[config.mk]
export PLATFORM = sky130hd
export DESIGN_NAME = flexch_addr_map
export DESIGN_NICKNAME = d
export VERILOG_FILES = /design/src/rtl/flexch_pkg.sv /design/src/rtl/flexch_zone_cmp.sv /design/src/rtl/flexch_local_calc.sv /design/src/rtl/flexch_chan_map.sv /design/src/rtl/flexch_addr_map.sv
export SDC_FILE = /design/constraint.sdc
export NUM_CORES = 1
export LEC_CHECK = 0
export BUFFER_PORTS_ARGS = -buffer_cell sky130_fd_sc_hd__buf_2
export CORE_UTILIZATION = 44
export CTS_CLUSTER_DIAMETER = 50
export DETAILED_ROUTE_END_ITERATION = 12
export GPL_ROUTABILITY_DRIVEN = 1
export GPL_TIMING_DRIVEN = 0
export PLACE_DENSITY = 0.84
export SYNTH_ARGS = -nofsm -noshare
export SYNTH_HDL_FRONTEND = slang
export SYNTH_SLANG_ARGS = --single-unit
[constraint.sdc]
create_clock -name clk -period 2.5 [get_ports clk]
set_clock_uncertainty 0.05 [all_clocks]
set_input_delay 0 -clock clk [delete_from_list [all_inputs] [get_ports clk]]
set_output_delay 0 -clock clk [all_outputs]
set_load 0.05 [all_outputs]
[src/rtl/flexch_pkg.sv]
// Package flexch_pkg
// Shared widths and the response record for the two-channel address mapper.
// Assumes 64 MB capacity units (2^26 bytes) and a 64-byte interleave granule.
package flexch_pkg;
    localparam int SIZE_W     = 8;
    localparam int UNIT_SHIFT = 26;
    localparam int ILV_BIT    = 6;
    localparam int ADDR_W     = SIZE_W + 1 + UNIT_SHIFT;
    localparam int LOCAL_W    = SIZE_W + UNIT_SHIFT;

    // logical channel identifiers
    typedef enum logic {
        LCH_A = 1'b0,
        LCH_B = 1'b1
    } lch_e;

    // one registered response
    typedef struct packed {
        logic               valid;
        logic               hit;
        logic               chan;
        logic [LOCAL_W-1:0] local_addr;
        logic               ilv;
        logic               oor;
        logic               cfg_bad;
    } rsp_t;
endpackage

[src/rtl/flexch_zone_cmp.sv]
// Module flexch_zone_cmp
// Classifies an address against the configured capacities.
// Assumes every zone boundary is a whole number of capacity units, so only
// the address bits above UNIT_SHIFT are compared.
module flexch_zone_cmp #(
    parameter int SIZE_W     = 8,
    parameter int UNIT_SHIFT = 26,
    localparam int ADDR_W    = SIZE_W + 1 + UNIT_SHIFT
) (
    input  logic [ADDR_W-1:0] addr,
    input  logic [SIZE_W-1:0] size_a,
    input  logic [SIZE_W-1:0] size_b,
    output logic              in_range,
    output logic              in_ilv,
    output logic              cfg_bad
);
    localparam int HI_W = SIZE_W + 1;

    logic [HI_W-1:0] addr_hi;
    logic [HI_W-1:0] total_units;
    logic [HI_W-1:0] ilv_units;

    // unit-granular boundaries of the two zones
    always_comb begin
        addr_hi     = addr[ADDR_W-1:UNIT_SHIFT];
        total_units = {1'b0, size_a} + {1'b0, size_b};
        ilv_units   = {size_b, 1'b0};
    end

    // zone and validity decisions
    always_comb begin
        cfg_bad  = (size_a < size_b);
        in_range = (addr_hi < total_units);
        in_ilv   = (addr_hi < ilv_units);
    end
endmodule

[src/rtl/flexch_local_calc.sv]
// Module flexch_local_calc
// Builds the channel-local address and the logical channel for one address.
// Assumes the caller has already classified the address: in_ilv says which
// zone applies. The result is meaningful only for in-range addresses.
module flexch_local_calc #(
    parameter int SIZE_W     = 8,
    parameter int UNIT_SHIFT = 26,
    parameter int ILV_BIT    = 6,
    localparam int ADDR_W    = SIZE_W + 1 + UNIT_SHIFT,
    localparam int LOCAL_W   = SIZE_W + UNIT_SHIFT
) (
    input  logic [ADDR_W-1:0]  addr,
    input  logic [SIZE_W-1:0]  size_b,
    input  logic               in_ilv,
    output logic               lch_b,
    output logic [LOCAL_W-1:0] local_addr
);
    localparam int HI_W = SIZE_W + 1;

    logic [LOCAL_W-1:0] ilv_local;
    logic [LOCAL_W-1:0] lin_local;
    logic [HI_W-1:0]    lin_hi;

    // interleaved zone: remove the granule-select bit
    generate
        if (ILV_BIT == 0) begin : g_squeeze_lsb
            always_comb ilv_local = addr[ADDR_W-1:1];
        end else begin : g_squeeze_mid
            always_comb ilv_local = {addr[ADDR_W-1:ILV_BIT+1], addr[ILV_BIT-1:0]};
        end
    endgenerate

    // linear zone: subtract channel B capacity at unit granularity
    always_comb begin
        lin_hi    = addr[ADDR_W-1:UNIT_SHIFT] - {1'b0, size_b};
        lin_local = {lin_hi[SIZE_W-1:0], addr[UNIT_SHIFT-1:0]};
    end

    // pick logical channel and local address by zone
    always_comb begin
        if (in_ilv) begin
            lch_b      = addr[ILV_BIT];
            local_addr = ilv_local;
        end else begin
            lch_b      = 1'b0;
            local_addr = lin_local;
        end
    end
endmodule

[src/rtl/flexch_chan_map.sv]
// Module flexch_chan_map
// Turns a logical channel into a physical one and clears the outputs when
// no channel is selected. Assumes logical A is encoded 0 and B is encoded 1.
module flexch_chan_map #(
    parameter int LOCAL_W = 34
) (
    input  logic               hit,
    input  logic               swap,
    input  logic               lch_b,
    input  logic               in_ilv,
    input  logic [LOCAL_W-1:0] local_in,
    output logic               phys_chan,
    output logic [LOCAL_W-1:0] local_out,
    output logic               ilv_out
);
    // swap the logical channel and gate everything by hit
    always_comb begin
        phys_chan = hit & (lch_b ^ swap);
        local_out = hit ? local_in : '0;
        ilv_out   = hit & in_ilv;
    end
endmodule

[src/rtl/flexch_addr_map.sv]
// Module flexch_addr_map
// Top level of the two-channel address mapper: combinational classification
// and translation, then one output register stage.
// Assumes the configuration inputs are stable while requests are in flight.
module flexch_addr_map
    import flexch_pkg::*;
(
    input  logic               clk,
    input  logic               rst_n,
    input  logic               req_valid,
    input  logic [ADDR_W-1:0]  req_addr,
    input  logic [SIZE_W-1:0]  cfg_size_a,
    input  logic [SIZE_W-1:0]  cfg_size_b,
    input  logic               cfg_swap,
    output logic               rsp_valid,
    output logic               rsp_hit,
    output logic               rsp_chan,
    output logic [LOCAL_W-1:0] rsp_local,
    output logic               rsp_ilv,
    output logic               rsp_oor,
    output logic               rsp_cfg_bad
);
    logic               in_range;
    logic               in_ilv;
    logic               cfg_bad;
    logic               lch_b;
    logic [LOCAL_W-1:0] raw_local;
    logic               hit;
    logic               phys_chan;
    logic [LOCAL_W-1:0] gated_local;
    logic               gated_ilv;
    rsp_t               nxt;
    rsp_t               cur;

    flexch_zone_cmp #(
        .SIZE_W     (SIZE_W),
        .UNIT_SHIFT (UNIT_SHIFT)
    ) u_zone (
        .addr     (req_addr),
        .size_a   (cfg_size_a),
        .size_b   (cfg_size_b),
        .in_range (in_range),
        .in_ilv   (in_ilv),
        .cfg_bad  (cfg_bad)
    );

    flexch_local_calc #(
        .SIZE_W     (SIZE_W),
        .UNIT_SHIFT (UNIT_SHIFT),
        .ILV_BIT    (ILV_BIT)
    ) u_calc (
        .addr       (req_addr),
        .size_b     (cfg_size_b),
        .in_ilv     (in_ilv),
        .lch_b      (lch_b),
        .local_addr (raw_local)
    );

    // a channel is selected only for a valid, in-range, well-configured request
    always_comb hit = req_valid & in_range & ~cfg_bad;

    flexch_chan_map #(
        .LOCAL_W (LOCAL_W)
    ) u_map (
        .hit       (hit),
        .swap      (cfg_swap),
        .lch_b     (lch_b),
        .in_ilv    (in_ilv),
        .local_in  (raw_local),
        .phys_chan (phys_chan),
        .local_out (gated_local),
        .ilv_out   (gated_ilv)
    );

    // assemble the next response; flags are only reported for valid requests
    always_comb begin
        nxt.valid      = req_valid;
        nxt.hit        = hit;
        nxt.chan       = phys_chan;
        nxt.local_addr = gated_local;
        nxt.ilv        = gated_ilv;
        nxt.oor        = req_valid & ~in_range;
        nxt.cfg_bad    = req_valid & cfg_bad;
    end

    // output register stage with synchronous active-low reset
    always_ff @(posedge clk) begin
        if (!rst_n) cur <= '0;
        else        cur <= nxt;
    end

    // drive the ports from the registered response
    always_comb begin
        rsp_valid   = cur.valid;
        rsp_hit     = cur.hit;
        rsp_chan    = cur.chan;
        rsp_local   = cur.local_addr;
        rsp_ilv     = cur.ilv;
        rsp_oor     = cur.oor;
        rsp_cfg_bad = cur.cfg_bad;
    end
endmodule

# Yosys cells after proc, flatten, opt, wreduce, memory -nomap -nowiden
# Index checks and enable logic that the tools add are counted.
# word_totals
output_inout_bits	40
regBits	40
elab_cells	24
# op_classes
n_mux	2
n_addsub	2
n_lt_le_gt_ge	3
n_bitwise	9
reduce_logical	1
# op_table
operator	n
$mux W34	1
$lt A9 B9 Y1	2
$add A8 B8 Y9	1
$lt A8 B8 Y1	1
$sub A8 B8 Y8	1
$and A1 B1 Y1	6
$not A1 Y1	2
$reduce_and A2 Y1	1
$mux W1	1
$xor A1 B1 Y1	1

# Depth between registers and ports, before layout
# Gate-level depths: netlist (run 1).
# logic_depth
ltp_word	5
mapped_depth	15
mapped_depth_nobuf	14

# Cells and area by module
# From an unflattened synthesis (run 1), not the netlist that was laid out.
# hier_totals
hier_cells	325
hier_area_um2	3056.7
# by_module_without_submodules
mod	area_per_inst_um2	cells_each	n_inst	seq_area_each_um2
flexch_addr_map	1129.8	85	1	800.8
flexch_zone_cmp	853.3	101	1	0.0
flexch_local_calc	779.5	99	1	0.0
flexch_chan_map	294.0	40	1	0.0

# Least setup slack after synthesis (run 1)
# Ideal clock, no wire load.
# synth_timing
kind	input to register
start	input port cfg_size_a[0]
end	register cur, in the netlist rsp_local[15]
required_time_ns	2.322
path_stages	15
t_arrival_ns	2.425
setup_slack_ns	-0.103
path_buffers	1
setup_ns	0.128
cell_sequence	ha_1 inv_1 fa_1 o21bai_1 a21oi_1 o21bai_1 a21oi_1 o31a_1 ha_1 nand4_1 a21oi_1 a21oi_1 nand3_1 clkbuf_1 nor2_1
# synth_between
elab_chain_len	5
word_cells_on_any_way	7
cone_classes	add/sub (1); order compare (2); bitwise (3); reduce/logical (1)
# synth_rtl
element	line	source
from (decl)	flexch_addr_map.sv:12	input logic [SIZE_W-1:0] cfg_size_a,
$add A8 B8 Y9	flexch_zone_cmp.sv:26	total_units = {1'b0, size_a} + {1'b0, size_b};
$lt A9 B9 Y1	flexch_zone_cmp.sv:33	in_range = (addr_hi < total_units);
$and A1 B1 Y1	flexch_addr_map.sv:60	always_comb hit = req_valid & in_range & ~cfg_bad;
$and A1 B1 Y1 (*)	flexch_addr_map.sv:60	
$reduce_and A2 Y1 (no source line) (*)	-	
to (signal assigned)	flexch_addr_map.sv:89	else cur <= nxt;
to (decl)	flexch_addr_map.sv:33	rsp_t cur;
# Mark *: on every way between the ends. The rest lies on a longest branch, timed or not.
# A chain may end at the register's enable or synchronous reset.

# Worst setup path in the final report (run 1)
# layout_timing
start	input port cfg_size_b[0]
end	register cur, in the netlist rsp_local[29]
# layout_between
elab_chain_len	5
word_cells_on_any_way	10
cone_classes	add/sub (2); order compare (3); mux (1); bitwise (3); reduce/logical (1)
# layout_rtl
element	line	source
from (decl)	flexch_addr_map.sv:13	input logic [SIZE_W-1:0] cfg_size_b,
$add A8 B8 Y9	flexch_zone_cmp.sv:26	
$lt A9 B9 Y1	flexch_zone_cmp.sv:33	
$and A1 B1 Y1 (2 in series)	flexch_addr_map.sv:60	
$reduce_and A2 Y1 (no source line)	-	
# Several ways; a longest one is shown, not always the timed one.

==> results of run 1 <==
metrics by stage:
| step | cells | setup slack [ns] |
|---|---|---|
| floorplan | 261 | 0.00569 |
| global placement | 425 | -0.559 |
| detailed placement | 425 | -0.625 |
| CTS | 484 | -0.00132 |
| global route | 500 | -0.0269 |
| finish | 500 | 0.0933 |
where the power goes:
group	total [W]	internal, W	switching, W	leakage, nW
registers	0.000668	0.000662	0.00000662	0.324
logic	0.000766	0.000360	0.000406	1.59
clock network	0.000517	0.000296	0.000221	0.0552
total	0.00195	0.00132	0.000634	1.97
layout make-up:
class,count,area (sq um)
sequential,40,801
multi-input combinational,190,1620
clock inverter,2,35.0
buffer,6,71.3
tap,70,87.6
timing repair buffer,160,1100
fill,341,1320
inverter,26,97.6
clock buffer,6,72.6
registers in the layout, summed over array words and instances, names as in the netlist:
name and count:
rsp_cfg_bad 1, rsp_local 34, rsp_chan 1, rsp_valid 1, rsp_hit 1, rsp_ilv 1
rsp_oor 1
logic make-up after synthesis:
logic type                 Yosys count
AOI/OAI and AO/OA                   48
xor gates and xnor gates            12
adders and majority gates           40
buffers and inverters               32
DFF                                 40
muxes                               24
and+or+nand+nor                     65
layout by cell type (no fill, tap or decap), types with 2 or more instances in the layout:
cell / instances
mux2i_1: 24
nand2b_1: 4
nor2_1: 37
xnor2_1: 10
inv_1: 25
nor2_2: 9
nand2_1: 5
a21oi_2: 8
a211oi_2: 4
o21ai_1: 5
buf_4: 18
nor3_1: 3
clkbuf_8: 5
nor2b_1: 2
ha_1: 34
ha_4: 4
a211oi_1: 2
xor2_1: 2
o31a_1: 3
a21oi_1: 7
o21ai_2: 3
o21a_1: 3
dfxtp_1: 40
o21ai_0: 4
o21bai_1: 3
buf_2: 93
dlygate4sd3_1: 43
buf_6: 10
routing by layer:
metal  GRT usage  vias up
met3      0.0455       19
met5           0        -
met2       0.437      101
li1            -     1223
met4      0.0865        0
met1       0.246     1193
what timing repair did:
action / CTS / global route
gates cloned: 3 / 2
hold buffers: 44 / 0
endpoints found under the setup margin: 37 / 37
buffers inserted: 4 / 14
gates resized for setup: 14 / 30
pin swaps: 5 / 10
endpoints found under the hold margin: 35 / 0
how the worst min path moves through the flow:
stage | start | endpoint | slack [ns] | cells after the start
after floorplan | req_addr[0] | rsp_local[0] | 0.06 | 2
after detailed placement | req_addr[0] | rsp_local[0] | 0.17 | 3
after global routing | req_addr[28] | rsp_local[27] | 0.04 | 3
after CTS | req_addr[30] | rsp_local[29] | 0.006 | 3
final | req_addr[28] | rsp_local[27] | 0.03 | 3
after global placement | req_addr[3] | rsp_local[3] | 0.17 | 3
==> metrics.cfg, run 1 <==
[run_status]
status=complete, no violations

[synth]
synth_edf_count=0
synthCells=261
synth-xor-area-share=0.0436
synth_top_area_frac=0.332
ys.flop_type=dfxtp_1
ys_seq_area_frac=0.332
synth_top_family_by_area=adder cells
synth_simple_gate_area_frac=0.117
yosysMostFrequentCell=nor2_1
syn_area_sq_um=2410
synth.avg_cell_area_sq_um=9.23
yosys.area_share.adder=0.214
synthTopCellsByCount=47 x nor2_1, 40 x dfxtp_1, 38 x ha_1, 26 x inv_1, 24 x mux2i_1
synth_compound_area_frac=0.133
ys_warn_count=0
yosys-mux-area-fraction=0.0997
synthArstFlopShare=0
synth.net_count=356
synth_cell_types=34
synth.area.top_cells=dfxtp_1 33%, ha_1 20%, mux2i_1 10%
yosysTopAreaCell=dfxtp_1
ys_ff_latch=40

[critical_path]
crit_required_ns=2.67
cp.buffers_inverters=4
slowest_stage=fa_2
critPathTopFamily=compound AO/OA/AOI/OAI gates
end_kind=register
cp-startpoint=cfg_size_b[0]
critPathCapture=rsp_local[29]
cp.depth=17
cpPeakStageDelay_ns=0.33
critPathMaxFanout=7
path_cells=buf_4 > ha_4 > inv_1 > fa_2 > o21bai_1 > a21oi_2 > o21bai_1 > a21oi_2 > o31a_1 > ha_4 > a21oi_2 > o21ai_2 > a21oi_2 > buf_6 > nand3_4 > buf_6 > nor2_2
start_kind=primary input
arrival_ns=2.58
crit_top_cell=a21oi_2
setup.worst_path.class=in -> reg

[timing]
finalSetupViolCount=0
finalCritPeriodShare=0.963
fin_tns_setup_ns=0
hold_slack_ns=0.0250
slew_viol_final=0
rsz0062_at_grt=yes
fmax_mhz=416
maxSlewHeadroom=0.687
fin_crit_ns=2.41
worstMarginPinSlew_ns=0.467
timing_hold_violations_final=0

[final_layout]
fin_area_sq_um=3880
drive_gt1_frac=0.384
diodes=0
final_util=0.746
area_delta_synth_final_pct=61.2
nNetsFinal=524

[drt]
drc=0
antenna_left=0
m1WireLength_microns=3090
top_layer=met4
vias=2536
viasPerCell=5.07
wl_per_cell_microns=14.9
wl_met2_microns=3790
drt_iter0_markers=113
drtPass1Iterations=5
wl_met3_microns=416
wirelength_microns=7450

[global_routing]
grt_antenna_before_repair=0
grt_overflow=0
grt_pass1_vias=2415
grt_usage=0.229
grt_pass1_wl_microns=10700
grt_max_degree=13

[placed_design]
dp.final_hpwl_microns=4310
gp_congestion=0.855
placed_area_sq_um=3000
portBuffers=94

[clock_network]
cts_tree=built
cts.sinks=40
cts_made_buffers=5
htree_levels=2
cts_root_buffer=clkbuf_8
clockBufferDepth=2
clk_pin_slew_ns=0.07

[die]
start_util=0.463
dieArea_sq_um=5780
core_sq_um=5200
fp.dieH_microns=76.0
die_x_microns=76.0
rows=26
io_pins=95

[job]
maxCapViolCount=0

[power_and_ir_drop]
leakage_nw=1.97
powerDensity_nw_per_um2=503
max-vdd-ir-drop_uv=259
finalPower_w=0.00195

[worst_hold_path]
hold_path_class=in -> reg

Power figures use the tool's default switching activity.
==> run 2, diff against run 1 <==
--- a/config.mk
+++ b/config.mk
@@ -6,6 +6,7 @@
 export NUM_CORES = 1
 export LEC_CHECK = 0
 export BUFFER_PORTS_ARGS = -buffer_cell sky130_fd_sc_hd__buf_2
+export CORE_ASPECT_RATIO = 1.25
 export CORE_UTILIZATION = 44
 export CTS_CLUSTER_DIAMETER = 50
 export DETAILED_ROUTE_END_ITERATION = 12
==> metrics.cfg, run 2 (synthesized netlist as in run 1, its figures left out) <==
[final_layout]
fill_cells=313
largest_reg_flops=34
mostFrequentLayoutCells=92 x buf_2, 40 x dfxtp_1, 39 x dlygate4sd3_1, 36 x ha_1, 24 x mux2i_1
seq_area_sq_um=801
final_common_cell=buf_2
area_delta_synth_final_pct=61.1
fin_area_sq_um=3880
multi_input_area_sq_um=1710
diodes=0
nNetsFinal=513
drive_gt1_frac=0.415

[power_and_ir_drop]
p_sw_w=0.000663
powerDensity_nw_per_um2=505
p_comb_frac=0.392
max-vdd-ir-drop_uv=268
leakage_nw=1.93
power_frac_clock=0.267
internal_power_w=0.00130
swShare=0.338
p_seq_frac=0.341

[timing]
setup_ws_ns=-0.0879
finalCritPeriodShare=1.04
worstMarginPinSlew_ns=0.556
fmax_mhz=386
finalSetupViolCount=16
fin_crit_ns=2.59
fin_tns_setup_ns=-0.371
slew_viol_final=0
rsz0062_at_grt=yes
maxSlewHeadroom=0.627
timing_hold_violations_final=0
hold_slack_ns=0.0177

[run_status]
violations=negative setup slack
status=finished, violations left

[clock_network]
cts.sinks=40
cts_made_buffers=5
clockBufferDepth=2
clk_pin_slew_ns=0.08
cts_tree=built
htree_levels=2
cts_root_buffer=clkbuf_8

[drt]
wirelength_microns=8250
viasPerCell=5.22
vias=2512
drc=0
antenna_left=0
drtPass1Iterations=4
wl_per_cell_microns=17.2
drt_iter0_markers=88

[global_routing]
grt_overflow=0
grt_usage=0.249
grt_pass1_wl_microns=10900
grt_max_degree=13
grt_pass1_vias=2536
grt_antenna_before_repair=0

[placed_design]
place_ws_ns=-0.630
gp_congestion=0.825
dp.final_hpwl_microns=4300
placed_area_sq_um=2990
portBuffers=94

[critical_path]
setup.worst_path.class=in -> reg
crit_required_ns=2.64
start_kind=primary input
end_kind=register
arrival_ns=2.73
critPathMaxFanout=9

[worst_hold_path]
hold_path_class=in -> reg
hold_depth=3

[die]
core_sq_um=5190
io_pins=95
start_util=0.464
rows=29
die_x_microns=68.2
dieArea_sq_um=5780
fp.dieH_microns=84.7

[job]
maxCapViolCount=0

run 2: cell types whose count changed in the layout (fill, tap and decap cells not counted), moves of 3 or more:
cell,delta
nor2_4,+12
nor2_1,-15
nor2_2,+3
buf_4,-6
dlygate4sd3_1,-4
run 2: cell type report:
| class | count | area share |
|---|---|---|
| Buffer | 6 | 0.0184 |
| Clock buffer | 6 | 0.0187 |
| Clock inverter | 2 | 0.00903 |
| Inverter | 26 | 0.0251 |
| Multi-Input combinational cell | 190 | 0.441 |
| Sequential cell | 40 | 0.206 |
| Tap cell | 62 | 0.0200 |
| Timing Repair Buffer | 149 | 0.262 |
run 2: critical path, stage by stage:
cell and delay, ns:
dlygate4sd3_1 0.54, buf_2 0.16, ha_1 0.30, nand2_1 0.09
nor2_1 0.05, a211oi_2 0.36, o21ai_2 0.17, buf_6 0.18
mux2i_1 0.17, dlygate4sd3_1 0.65, nor2_4 0.05
run 2: worst paths after layout:
path,start,end,slack [ns]
setup / recovery,req_addr[33],rsp_local[19],-0.09
hold / removal,req_addr[32],rsp_local[31],0.02
run 2: through the flow:
stage / total power (W) / utilization / instances
after floorplan: 0.00109 / - / 261
after global placement: 0.00122 / 0.576 / 417
after detailed placement: 0.00123 / 0.576 / 417
after CTS: 0.00185 / 0.709 / 475
after global routing: 0.00205 / 0.748 / 481
final: 0.00196 / 0.748 / 481
run 2: metal layers:
| metal | vias up | part of all wire | track usage |
|---|---|---|---|
| met4 | 0 | 0.044 | 0.100 |
| met1 | 1171 | 0.37 | 0.239 |
| li1 | 1200 | - | - |
| met2 | 109 | 0.53 | 0.496 |
| met3 | 32 | 0.052 | 0.0326 |
| met5 | - | 0 | 0 |
run 2: what timing repair did:
| item | in CTS | in global routing |
|---|---|---|
| pin swaps | 35 | 10 |
| setup endpoints to repair | 37 | 37 |
| resized for setup | 29 | 44 |
| setup buffers | 7 | 6 |
| cloned | 4 | 0 |
| hold buffers | 39 | 0 |
| endpoints found under the hold margin | 31 | 0 |
run 2: power by group through the flow:
stage | Sequential, W | Clock [W] | Combinational, W
after floorplan | 0.000771 | 0 | 0.000319
after global placement | 0.000681 | 0 | 0.000537
after detailed placement | 0.000682 | 0 | 0.000552
after CTS | 0.000667 | 0.000511 | 0.000676
after global routing | 0.000671 | 0.000550 | 0.000826
final | 0.000669 | 0.000523 | 0.000769
